File: src/rtl/exc_entry_ctrl.sv
module exc_entry_ctrl #(
  parameter int          XLEN    = 32,
  parameter logic [31:0] HI_BASE = 32'hFFFF_0000
) (
  input  logic            clk,
  input  logic            rst_n,
  input  logic [XLEN-1:0] pc_i,
  input  logic            exec_i,
  input  logic            bnd_i,
  input  logic            und_i,
  input  logic            swi_i,
  input  logic            pabt_i,
  input  logic            dabt_i,
  input  logic            irq_i,
  input  logic            fiq_i,
  input  logic            hivec_i,
  input  logic            endian_i,
  input  logic            vic_en_i,
  input  logic [XLEN-1:0] vic_addr_i,
  input  logic            ret_i,
  input  logic [1:0]      ret_adj_i,
  input  logic            wr_i,
  input  logic [XLEN-1:0] wr_data_i,
  output logic [XLEN-1:0] status_o,
  output logic [XLEN-1:0] saved_o,
  output logic [XLEN-1:0] link_o,
  output logic            entry_o,
  output logic [2:0]      exc_code_o,
  output logic            return_o,
  output logic            ret_err_o,
  output logic [XLEN-1:0] target_o
);

  localparam int NBANK = 5;
  localparam int BW    = $clog2(NBANK);

  localparam logic [4:0] M_SVC = 5'b10011;
  localparam logic [4:0] M_UND = 5'b11011;
  localparam logic [4:0] M_ABT = 5'b10111;
  localparam logic [4:0] M_IRQ = 5'b10010;
  localparam logic [4:0] M_FIQ = 5'b10001;

  localparam logic [2:0] C_RST = 3'd0;
  localparam logic [2:0] C_UND = 3'd1;
  localparam logic [2:0] C_SWI = 3'd2;
  localparam logic [2:0] C_PAB = 3'd3;
  localparam logic [2:0] C_DAB = 3'd4;
  localparam logic [2:0] C_IRQ = 3'd6;
  localparam logic [2:0] C_FIQ = 3'd7;

  localparam logic [XLEN-1:0] RST_ST = XLEN'(10'h1D3);

  function automatic logic [BW:0] bank_of(input logic [4:0] m);
    case (m)
      M_SVC:   bank_of = {1'b1, BW'(0)};
      M_UND:   bank_of = {1'b1, BW'(1)};
      M_ABT:   bank_of = {1'b1, BW'(2)};
      M_IRQ:   bank_of = {1'b1, BW'(3)};
      M_FIQ:   bank_of = {1'b1, BW'(4)};
      default: bank_of = '0;
    endcase
  endfunction

  logic [XLEN-1:0] st_q;
  logic [XLEN-1:0] spsr_q [NBANK];
  logic [XLEN-1:0] lr_q   [NBANK];
  logic            entry_q, return_q, err_q;
  logic [2:0]      code_q;
  logic [XLEN-1:0] tgt_q;

  logic            take;
  logic [2:0]      code;
  logic [4:0]      mode;
  logic [XLEN-1:0] link, nst, vec;
  logic [BW:0]     tbank, cbank;
  logic            ret_ok, ret_bad;

  wire fiq_ok = fiq_i & bnd_i & ~st_q[6];
  wire irq_ok = irq_i & bnd_i & ~st_q[7];
  wire [XLEN-1:0] base = hivec_i ? XLEN'(HI_BASE) : '0;

  always_comb begin
    take = 1'b1;
    code = C_RST;
    mode = M_SVC;
    link = pc_i + XLEN'(4);
    if (dabt_i) begin
      code = C_DAB; mode = M_ABT; link = pc_i + XLEN'(8);
    end else if (fiq_ok) begin
      code = C_FIQ; mode = M_FIQ;
    end else if (irq_ok) begin
      code = C_IRQ; mode = M_IRQ;
    end else if (pabt_i && exec_i) begin
      code = C_PAB; mode = M_ABT;
    end else if (und_i && exec_i) begin
      code = C_UND; mode = M_UND;
    end else if (swi_i && exec_i) begin
      code = C_SWI; mode = M_SVC;
    end else begin
      take = 1'b0;
    end

    nst      = st_q;
    nst[4:0] = mode;
    nst[5]   = 1'b0;
    nst[6]   = st_q[6] | (code == C_FIQ);
    nst[7]   = 1'b1;
    nst[8]   = st_q[8] | ~((code == C_UND) || (code == C_SWI));
    nst[9]   = endian_i;

    if (vic_en_i && (code == C_IRQ || code == C_FIQ)) vec = vic_addr_i;
    else vec = base | XLEN'({code, 2'b00});
  end

  assign tbank   = bank_of(mode);
  assign cbank   = bank_of(st_q[4:0]);
  assign ret_ok  = ret_i & ~take & cbank[BW] & (ret_adj_i != 2'd3);
  assign ret_bad = ret_i & ~take & ~ret_ok;

  always_ff @(posedge clk) begin
    if (!rst_n) begin
      st_q     <= RST_ST | (XLEN'(endian_i) << 9);
      entry_q  <= 1'b1;
      code_q   <= C_RST;
      tgt_q    <= base;
      return_q <= 1'b0;
      err_q    <= 1'b0;
    end else begin
      entry_q  <= take;
      return_q <= ret_ok;
      err_q    <= ret_bad;
      if (take) begin
        st_q   <= nst;
        code_q <= code;
        tgt_q  <= vec;
      end else if (ret_ok) begin
        st_q  <= spsr_q[cbank[BW-1:0]];
        tgt_q <= lr_q[cbank[BW-1:0]] - XLEN'({ret_adj_i, 2'b00});
      end else if (wr_i) begin
        st_q <= wr_data_i;
      end
    end
  end

  always_ff @(posedge clk) begin
    if (rst_n && take) begin
      spsr_q[tbank[BW-1:0]] <= st_q;
      lr_q[tbank[BW-1:0]]   <= link;
    end
  end

  assign status_o   = st_q;
  assign saved_o    = cbank[BW] ? spsr_q[cbank[BW-1:0]] : '0;
  assign link_o     = cbank[BW] ? lr_q[cbank[BW-1:0]] : '0;
  assign entry_o    = entry_q;
  assign exc_code_o = code_q;
  assign return_o   = return_q;
  assign ret_err_o  = err_q;
  assign target_o   = tgt_q;

endmodule

File: config.mk
export PLATFORM = sky130hd
export DESIGN_NAME = exc_entry_ctrl
export DESIGN_NICKNAME = d
export VERILOG_FILES = /design/src/rtl/exc_entry_ctrl.sv
export SDC_FILE = /design/constraint.sdc
export NUM_CORES = 1
export LEC_CHECK = 0
export CAP_MARGIN = 20
export CORE_UTILIZATION = 45
export DETAILED_ROUTE_END_ITERATION = 8
export DONT_BUFFER_PORTS = 1
export PLACE_DENSITY = 0.61
export SETUP_SLACK_MARGIN = 0.05
export SLEW_MARGIN = 20
export SYNTH_ARGS = -nofsm -noshare
export SYNTH_HDL_FRONTEND = slang
export SYNTH_SLANG_ARGS = --single-unit
File: constraint.sdc
create_clock -name clk -period 11.4 [get_ports clk]
set_input_delay 3.42 -clock clk [delete_from_list [all_inputs] [get_ports clk]]
set_output_delay 3.42 -clock clk [all_outputs]
set_load 0.05 [all_outputs]
==> results of run 1 <==
logic make-up after synthesis:
group / count (synthesis) / synth area share, %
muxes: 42 / 2.53
and+or+nand+nor: 330 / 9.63
AOI/OAI and AO/OA: 367 / 13.9
xor gates and xnor gates: 59 / 3.09
DFF: 390 / 67.7
buffers and inverters: 107 / 2.73
adders and majority gates: 5 / 0.418
through the flow:
stage | setup WS, ns | cells
6_report | 3.43 | 1793
5_1_grt | 3.19 | 1790
4_1_cts | 3.44 | 1786
3_5_place_dp | 4.03 | 1712
3_3_place_gp | 4.06 | 1712
2_1_floorplan | 2.07 | 1300
Yosys cell counts (5+ instances only):
cell and n:
edfxtp_1 353, nor2_1 125, a21oi_1 91, o21ai_0 77
nand2_1 75, a211oi_1 65, clkbuf_1 47, o22ai_1 46
mux2i_1 40, dfxtp_1 37, nor2b_1 35, xnor2_1 30
inv_1 29, xor2_1 29, o211ai_1 27, nand3_1 22
buf_2 14, nor3_1 13, o22a_1 11, and2_1 10
buf_1 10, and3_1 9, nand4_1 7, a21boi_0 5
a21o_1 5, a31o_2 5, nor3b_1 5, o2bb2ai_1 5
final timing paths:
path	start	to	slack, ns	cells after the start
max	status_o[4]	link_o[26]	3.43	7
min	spsr_q[4][4]	status_o[4]	0.61	4
max reg2reg	status_o[4]	target_o[23]	5.50	16
min reg2reg	spsr_q[4][4]	status_o[4]	0.61	4
layout make-up:
class                           instances  area share, %
Sequential cell                       390           61.1
Inverter                               30          0.606
Tap cell                              468           3.15
Multi-Input combinational cell        803           27.2
Clock inverter                         17           1.00
Timing Repair Buffer                   22          0.957
Clock buffer                           57           5.96
Antenna cell                            6         0.0809
routing by layer:
| layer | share of wire (%) | up-vias |
|---|---|---|
| met5 | 0.020 | - |
| met4 | 1.7 | 2 |
| met2 | 48 | 388 |
| li1 | - | 4908 |
| met3 | 7.5 | 60 |
| met1 | 43 | 5369 |
power by group:
part | leakage (nW) | internal, W | switching [W]
combinational | 1.83 | 0.000108 | 0.000405
clock | 0.631 | 0.000750 | 0.000542
sequential | 3.50 | 0.00161 | 0.0000894
total | 5.96 | 0.00247 | 0.00104
sequential cells by signal, summed over array words and instances (netlist names):
signal,count
lr_q,160
spsr_q,160
status_o,32
target_o,32
exc_code_o,3
entry_o,1
ret_err_o,1
return_o,1
critical path, stage by stage, from the launching register on:
cell      delay [ns]
dfxtp_1         0.79
buf_4           0.30
nand3b_1        0.29
nor2_4          0.41
buf_4           0.78
a211oi_1        0.18
o31a_1          0.35
nor2_1          0.87
==> metrics.md, run 1 <==
| Metric | Value |
|---|---|
| Outcome | finished, final reports clean |
| Biggest area consumer among synthesized cells | edfxtp_1 |
| CTS Hold Bufs | 0 |
| Cell area after layout | 18600 µm² |
| Synth Flop Type | edfxtp_1 |
| HP Class | reg -> reg |
| GRT busiest layer | met2 |
| Most common cell after layout, fill and taps aside | edfxtp_1 |
| CTS resizes | 0 |
| Clock sinks | 390 |
| Cell Pwr Density | 189 nW/µm² |
| H-Tree Level Count | 2 |
| Worst-Margin Slew | 1.13 ns |
| IO Count | 247 |
| Via count | 10727 |
| Number of CTS-inserted buffers | 41 |
| Vias per cell | 5.98 |
| Initial DRT Pass Iterations | 5 |
| Largest net degree at the start of global routing | 66 |
| Die Y | 195 µm |
| P&R area growth vs syn | 10.9% |
| Max Clk Rate | 0.125 GHz |
| Clk root buf | clkbuf_16 |
| Async S/R FF share, synth | 0% |
| Fin. Hold Viols | 0 |
| Synth Cell Area | 16700 µm² |
| Yosys warns | 0 |
| First-pass GRT wire length | 66400 µm |
| Area of the multi-input gates | 5050 µm² |
| Gpl congestion | 0.834 |
| Syn nets | 1418 |
| Routed WL | 44400 µm |
| Register area share after synthesis | 67.7% |
| Most frequent cells in the layout | 353 x edfxtp_1, 120 x nor2_1, 91 x a21oi_1 |
| Initial core utilization | 45.7% |
| Initial DRC count | 902 |
| Minimum clock period | 7.97 ns |
| Routed Antenna Nets | 0 |
| Area share of the largest cell type after synthesis | 63.3% |
| Core footprint | 36600 µm² |
| Post-synthesis register bit count | 390 |
| CP Launch Type | register |
| Setup-failing EPs final | 0 |
| Total power draw | 0.00351 W |
| Max VDD drop | 0.103 mV |
| Clk_skew | 0.0259 ns |
| Max cap viols | 0 |
| Die W | 195 µm |
| Syn avg cell area | 12.9 µm² |
| Met2 GRT Util | 37.0% |
| Port Buffers | 0 |
| DP Area | 17200 µm² |
| Met1 Resource Use GR | 32.7% |
| HPWL after DPL | 28600 µm |
| Fin util | 50.7% |
| Pleak | 5.96 nW |
| Vias in the first global route | 10319 |
| Number of buffers added for setup after CTS | 0 |
| Buffer depth of the longest clock path | 3 |
| Final critical-path share of the clock period | 69.9% |
| Total GRT Usage | 23.4% |
| Final nets | 1406 |
| Post-synth EDFFs | 353 |
| Number of fillers in the final layout | 3167 |
| Max Slew Vio Count | 0 |
| Crit path max fanout | 47 |
| CP Data Required Time | 7.98 ns |
| RSZ-0062 raised after global routing | false |
| Initial antenna violation count | 6 |
| DIE AREA | 38000 µm² |
| Drt wl/cell | 24.8 µm |
| CP Class | reg -> out |
| Synth Instances | 1300 |
| Setup TNS Final | 0 ns |
| Clk slew on worst S/H paths | 0.06 ns |
| Min Hold Slack | 0.612 ns |
| DRC violations left | 0 |
| Row Count | 70 |
| Relative slew slack | 24.3% |
| WP data arrival | 4.55 ns |
| Layout cell share with drive strength beyond 1 | 8.79% |
| Met3 usage | 5.00% |
| TritonCTS clock tree | yes |
| Gr ovfl total | 0 |
| Register area | 11300 µm² |
| CP endpoint kind | output port |
| Clk_lat worst skew | 0.55 ns |
| Area contributors post-synth | edfxtp_1 63%, dfxtp_1 4.4%, a211oi_1 2.9% |
| Unique masters post-synth | 68 |
Power figures use the tool's default switching activity.
==> run 2, diff against run 1 <==
--- a/config.mk
+++ b/config.mk
@@ -9,7 +9,7 @@
 export CORE_UTILIZATION = 45
 export DETAILED_ROUTE_END_ITERATION = 8
 export DONT_BUFFER_PORTS = 1
-export PLACE_DENSITY = 0.61
+export PLACE_DENSITY = 0.63
 export SETUP_SLACK_MARGIN = 0.05
 export SLEW_MARGIN = 20
 export SYNTH_ARGS = -nofsm -noshare
==> constraint.sdc (replaced) <==
create_clock -name clk -period 6.51 [get_ports clk]
set_input_delay 1.953 -clock clk [delete_from_list [all_inputs] [get_ports clk]]
set_output_delay 1.953 -clock clk [all_outputs]
set_load 0.05 [all_outputs]
==> metrics.md, run 2 (synthesis results as in run 1) <==
| Metric | Value |
|---|---|
| Vias per cell | 5.99 |
| Clk pwr share | 34.8% |
| Stages on the worst setup path | 8 |
| Clk slew on worst S/H paths | 0.06 ns |
| WP data arrival | 3.76 ns |
| CP Data Required Time | 4.56 ns |
| Gr ovfl total | 0 |
| Cell Pwr Density | 323 nW/µm² |
| Min Hold Slack | 0.644 ns |
| Switching portion of total power | 29.4% |
| Comb pwr share | 16.6% |
| Int Power | 0.00434 W |
| Most frequent cells in the layout | 353 x edfxtp_1, 120 x nor2_1, 91 x a21oi_1 |
| RSZ-0062 raised after global routing | false |
| CTS resizes | 0 |
| Routed WL | 45000 µm |
| Layout cell share with drive strength beyond 1 | 12.8% |
| Clk root buf | clkbuf_16 |
| Buffers and inverters on the worst path | 2 |
| Reg2Reg Capture Point | target_o[23] |
| Setup TNS Final | 0 ns |
| Clock sinks | 390 |
| FF-to-FF setup slack | 1.27 ns |
| DRC violations left | 0 |
| Drt wl/cell | 24.2 µm |
| Total power draw | 0.00615 W |
| Most common cell after layout, fill and taps aside | edfxtp_1 |
| Core footprint | 36600 µm² |
| Vias in the first global route | 10818 |
| HPWL after DPL | 29300 µm |
| Max stage delay on crit path | 0.70 ns |
| Outcome | finished, final reports clean |
| Clk_skew | 0.0228 ns |
| Max Slew Vio Count | 0 |
| Crit path max fanout | 37 |
| CTS Hold Bufs | 0 |
| Worst r2r path cells | 15 |
| End of the worst hold path | status_o[7] |
| Hold path cells | 4 |
| Fin util | 52.1% |
| Max VDD drop | 0.160 mV |
| Initial core utilization | 45.7% |
| Worst-Margin Slew | 1.10 ns |
| Final nets | 1476 |
| Fin. Hold Viols | 0 |
| HP Class | reg -> reg |
| Buffer depth of the longest clock path | 3 |
| IO Count | 247 |
| Hold Crit Start | spsr_q[4][7] |
| DIE AREA | 38000 µm² |
| H-Tree Level Count | 2 |
| Initial DRT Pass Iterations | 5 |
| CP endpoint kind | output port |
| Pleak | 6.28 nW |
| Final critical-path share of the clock period | 87.8% |
| Crit path max-delay family | simple AND/OR/NAND/NOR gates |
| Sequential share of power | 48.6% |
| CP Class | reg -> out |
| Reg2reg start | status_o[0] |
| CP Launch Type | register |
| First-pass GRT wire length | 66800 µm |
| Relative slew slack | 26.9% |
| Number of fillers in the final layout | 3106 |
| Clk_lat worst skew | 0.54 ns |
| CP Cell Sequence | nor2b_1 > nand2_2 > buf_4 > o221ai_1 > a21oi_1 > a21oi_1 > nor2_1 > buf_4 |
| Die W | 195 µm |
| Minimum clock period | 5.71 ns |
| Initial antenna violation count | 5 |
| Number of CTS-inserted buffers | 41 |
| Register area | 11300 µm² |
| Via count | 11141 |
| Row Count | 70 |
| Sw Pwr | 0.00181 W |
| Initial DRC count | 1016 |
| Total GRT Usage | 23.4% |
| Setup-failing EPs final | 0 |
| Max cap viols | 0 |
| Gpl congestion | 0.829 |
| Max Clk Rate | 0.175 GHz |
| Worst Setup SP | status_o[0] |
| Number of buffers added for setup after CTS | 0 |
| Port Buffers | 0 |
| Area of the multi-input gates | 5050 µm² |
| TritonCTS clock tree | yes |
| Die Y | 195 µm |
| Largest net degree at the start of global routing | 81 |
| P&R area growth vs syn | 13.8% |
| Slowest stage cell, crit path | nand2_2 |
| Routed Antenna Nets | 0 |
run 2: changes by cell type in the layout (fill, tap and decap cells not counted), sizes merged:
cell	previous run	this run
buf	22	92
clkinv	13	16
clkinvlp	1	0
inv	30	29
bufinv	3	1
clkbuf	57	56
diode	6	5
run 2: cell type report:
class | count | share of cell area, %
diodes | 5 | 0.0657
clock inverters | 16 | 0.565
clock buffers | 56 | 5.79
well taps | 468 | 3.07
inverters | 30 | 0.591
flip-flops and latches | 390 | 59.5
repair buffers | 92 | 3.89
multi-input cells | 803 | 26.5
run 2: how the worst max path moves through the flow:
stage | end | slack [ns]
after floorplan | lr_q[2][0] | 0.37
after global placement | link_o[29] | 1.38
after detailed placement | target_o[23] | 1.39
after CTS | link_o[29] | 0.84
after global routing | link_o[30] | 0.58
final | link_o[29] | 0.80
run 2: worst register-to-register path: stages, from the launching register on:
cell	delay, ns
dfxtp_1	0.68
xor2_1	0.35
nor2_4	0.58
buf_4	0.42
mux2i_1	0.24
a211oi_1	0.09
a21oi_1	0.32
ha_1	0.21
inv_1	0.06
a21oi_1	0.22
nand2_1	0.08
o31ai_1	0.73
nand4b_4	0.35
nor4_1	0.33
xnor2_1	0.21
a31oi_1	0.13
run 2: power by group through the flow:
stage	combinational [W]	clock [W]	sequential (W)
finish	0.00102	0.00214	0.00299
floorplan	0.000706	0	0.00302
CTS	0.00102	0.00216	0.00299
global placement	0.00101	0	0.00304
global route	0.00108	0.00226	0.00299
detailed placement	0.00102	0	0.00304
run 2: metrics by stage:
step / setup slack [ns] / area (µm²) / cells
2_1_floorplan: 0.371 / 16800 / 1300
3_3_place_gp: 1.38 / 17800 / 1783
3_5_place_dp: 1.39 / 17800 / 1783
4_1_cts: 0.841 / 19000 / 1855
5_1_grt: 0.584 / 19000 / 1857
6_report: 0.796 / 19100 / 1860
run 2: layer usage:
layer / track usage, % / wire [µm] / vias up
li1: - / - / 5046
met1: 31.5 / 18600 / 5513
met2: 37.5 / 21200 / 490
met3: 4.32 / 3570 / 92
met4: 9.10 / 1580 / 0
met5: 0 / 0 / -
==> run 3, diff against run 2 <==
--- a/config.mk
+++ b/config.mk
@@ -6,9 +6,11 @@
 export NUM_CORES = 1
 export LEC_CHECK = 0
 export CAP_MARGIN = 20
+export CORE_ASPECT_RATIO = 1.5
 export CORE_UTILIZATION = 45
 export DETAILED_ROUTE_END_ITERATION = 8
 export DONT_BUFFER_PORTS = 1
+export HOLD_SLACK_MARGIN = 0.02
 export PLACE_DENSITY = 0.63
 export SETUP_SLACK_MARGIN = 0.05
 export SLEW_MARGIN = 20
==> metrics.md, run 3 (synthesis results as in run 1) <==
| Metric | Value |
|---|---|
| Outcome | finished, final reports clean |
| Clk_skew | 0.00976 ns |
| P&R area growth vs syn | 14.2% |
| Max Clk Rate | 0.177 GHz |
| Clk pwr share | 34.8% |
| IO Count | 247 |
| Minimum clock period | 5.66 ns |
| CTS Hold Bufs | 0 |
| Port Buffers | 0 |
| Routed WL | 45300 µm |
| Clk slew on worst S/H paths | 0.06 ns |
| HP Class | reg -> reg |
| Clock sinks | 390 |
| Drt wl/cell | 24.2 µm |
| WP data arrival | 3.70 ns |
| CP Launch Type | register |
| Crit path max-delay family | simple AND/OR/NAND/NOR gates |
| Setup TNS Final | 0 ns |
| Cell Pwr Density | 321 nW/µm² |
| Clk_lat worst skew | 0.53 ns |
| Crit path max fanout | 16 |
| Core footprint | 36700 µm² |
| Buffers and inverters on the worst path | 3 |
| Final nets | 1477 |
| Initial antenna violation count | 4 |
| First-pass GRT wire length | 67700 µm |
| HPWL after DPL | 30200 µm |
| Worst-Margin Slew | 1.08 ns |
| Max Slew Vio Count | 0 |
| Gr ovfl total | 0 |
| Via count | 10913 |
| Number of buffers added for setup after CTS | 0 |
| Setup-failing EPs final | 0 |
| Int Power | 0.00437 W |
| Fin. Hold Viols | 0 |
| H-Tree Level Count | 2 |
| Switching portion of total power | 28.9% |
| Initial DRT Pass Iterations | 5 |
| Largest net degree at the start of global routing | 81 |
| Pleak | 6.30 nW |
| Max cap viols | 0 |
| Layout cell share with drive strength beyond 1 | 13.2% |
| Vias per cell | 5.84 |
| Final critical-path share of the clock period | 86.9% |
| DIE AREA | 38000 µm² |
| Sequential share of power | 48.5% |
| CP Cell Sequence | buf_4 > nor4b_2 > a311oi_2 > nor2_2 > nor2_1 > a311oi_1 > inv_1 > nor2_1 > buf_4 |
| Min Hold Slack | 0.656 ns |
| Vias in the first global route | 11020 |
| CP Data Required Time | 4.56 ns |
| Max stage delay on crit path | 0.64 ns |
| Die W | 160 µm |
| Row Count | 86 |
| TritonCTS clock tree | yes |
| Most common cell after layout, fill and taps aside | edfxtp_1 |
| DRC violations left | 0 |
| Relative slew slack | 27.2% |
| CP Class | reg -> out |
| Slowest stage cell, crit path | dfxtp_1 |
| Die Y | 238 µm |
| CTS resizes | 0 |
| Comb pwr share | 16.6% |
| Gpl congestion | 0.797 |
| CP endpoint kind | output port |
| Max VDD drop | 0.182 mV |
| Total GRT Usage | 23.8% |
| Routed Antenna Nets | 0 |
| Number of CTS-inserted buffers | 37 |
| Total power draw | 0.00614 W |
| Most frequent cells in the layout | 353 x edfxtp_1, 120 x nor2_1, 91 x a21oi_1, 91 x buf_4, 76 x o21ai_0 |
| Sw Pwr | 0.00177 W |
| Clk root buf | clkbuf_16 |
| RSZ-0062 raised after global routing | false |
| Initial DRC count | 880 |
| Initial core utilization | 45.6% |
| Buffer depth of the longest clock path | 3 |
==> run 3: cell types whose count changed in the layout (fill, tap and decap cells not counted), sizes merged <==
| cell | delta |
|---|---|
| diode | -3 |
| bufinv | +2 |
| clkbuf | -7 |
| inv | +1 |
| buf | +5 |
| clkinvlp | +2 |
| clkinv | -6 |
==> run 3: path summary, 6_finish.rpt <==
path                                   start            to  slack [ns]  cells past startpoint
worst max-delay path             status_o[0]    link_o[23]        0.85                      9
worst min-delay path            spsr_q[4][7]   status_o[7]        0.66                      4
worst max register to register   status_o[0]  target_o[23]        1.59                     15
worst min register to register  spsr_q[4][7]   status_o[7]        0.66                      4
==> run 3: worst min-delay path, stage by stage, from the launching register on <==
cell and delay [ns]:
edfxtp_1 0.32, a21oi_1 0.09, nand2_1 0.07, o21ai_0 0.09
nand2_1 0.07
==> run 3: stage by stage <==
step	instance area, µm²	std cells	utilization (%)	setup slack [ns]
2_1_floorplan	16800	1300	-	0.371
3_5_place_dp	17900	1803	48.8	1.41
5_1_grt	19100	1870	52.1	0.595
4_1_cts	19100	1867	52.0	0.820
6_report	19100	1870	52.1	0.853
3_3_place_gp	17900	1803	48.8	1.48
==> run 3: area by class of cell <==
class	count	area, µm²
Multi-Input combinational cell	803	5050
Clock inverter	15	155
Inverter	30	113
Sequential cell	390	11300
Fill cell	3099	17600
Tap cell	484	606
Clock buffer	49	1040
Timing Repair Buffer	97	811
Antenna cell	2	5.00
==> run 3: metal layers <==
metal | vias up | GRT usage, % | routed length [µm]
met2 | 411 | 42.5 | 23600
li1 | 5023 | - | -
met4 | 4 | 11.7 | 1970
met1 | 5372 | 27.5 | 16900
met3 | 103 | 4.14 | 2780
met5 | - | 0 | 28
==> run 3: power groups by stage <==
| stage | registers [W] | clock network, W | logic [W] |
|---|---|---|---|
| finish | 0.00298 | 0.00214 | 0.00102 |
| detailed placement | 0.00303 | 0 | 0.00102 |
| global route | 0.00299 | 0.00226 | 0.00109 |
| floorplan | 0.00302 | 0 | 0.000706 |
| global placement | 0.00303 | 0 | 0.00102 |
| CTS | 0.00298 | 0.00217 | 0.00103 |
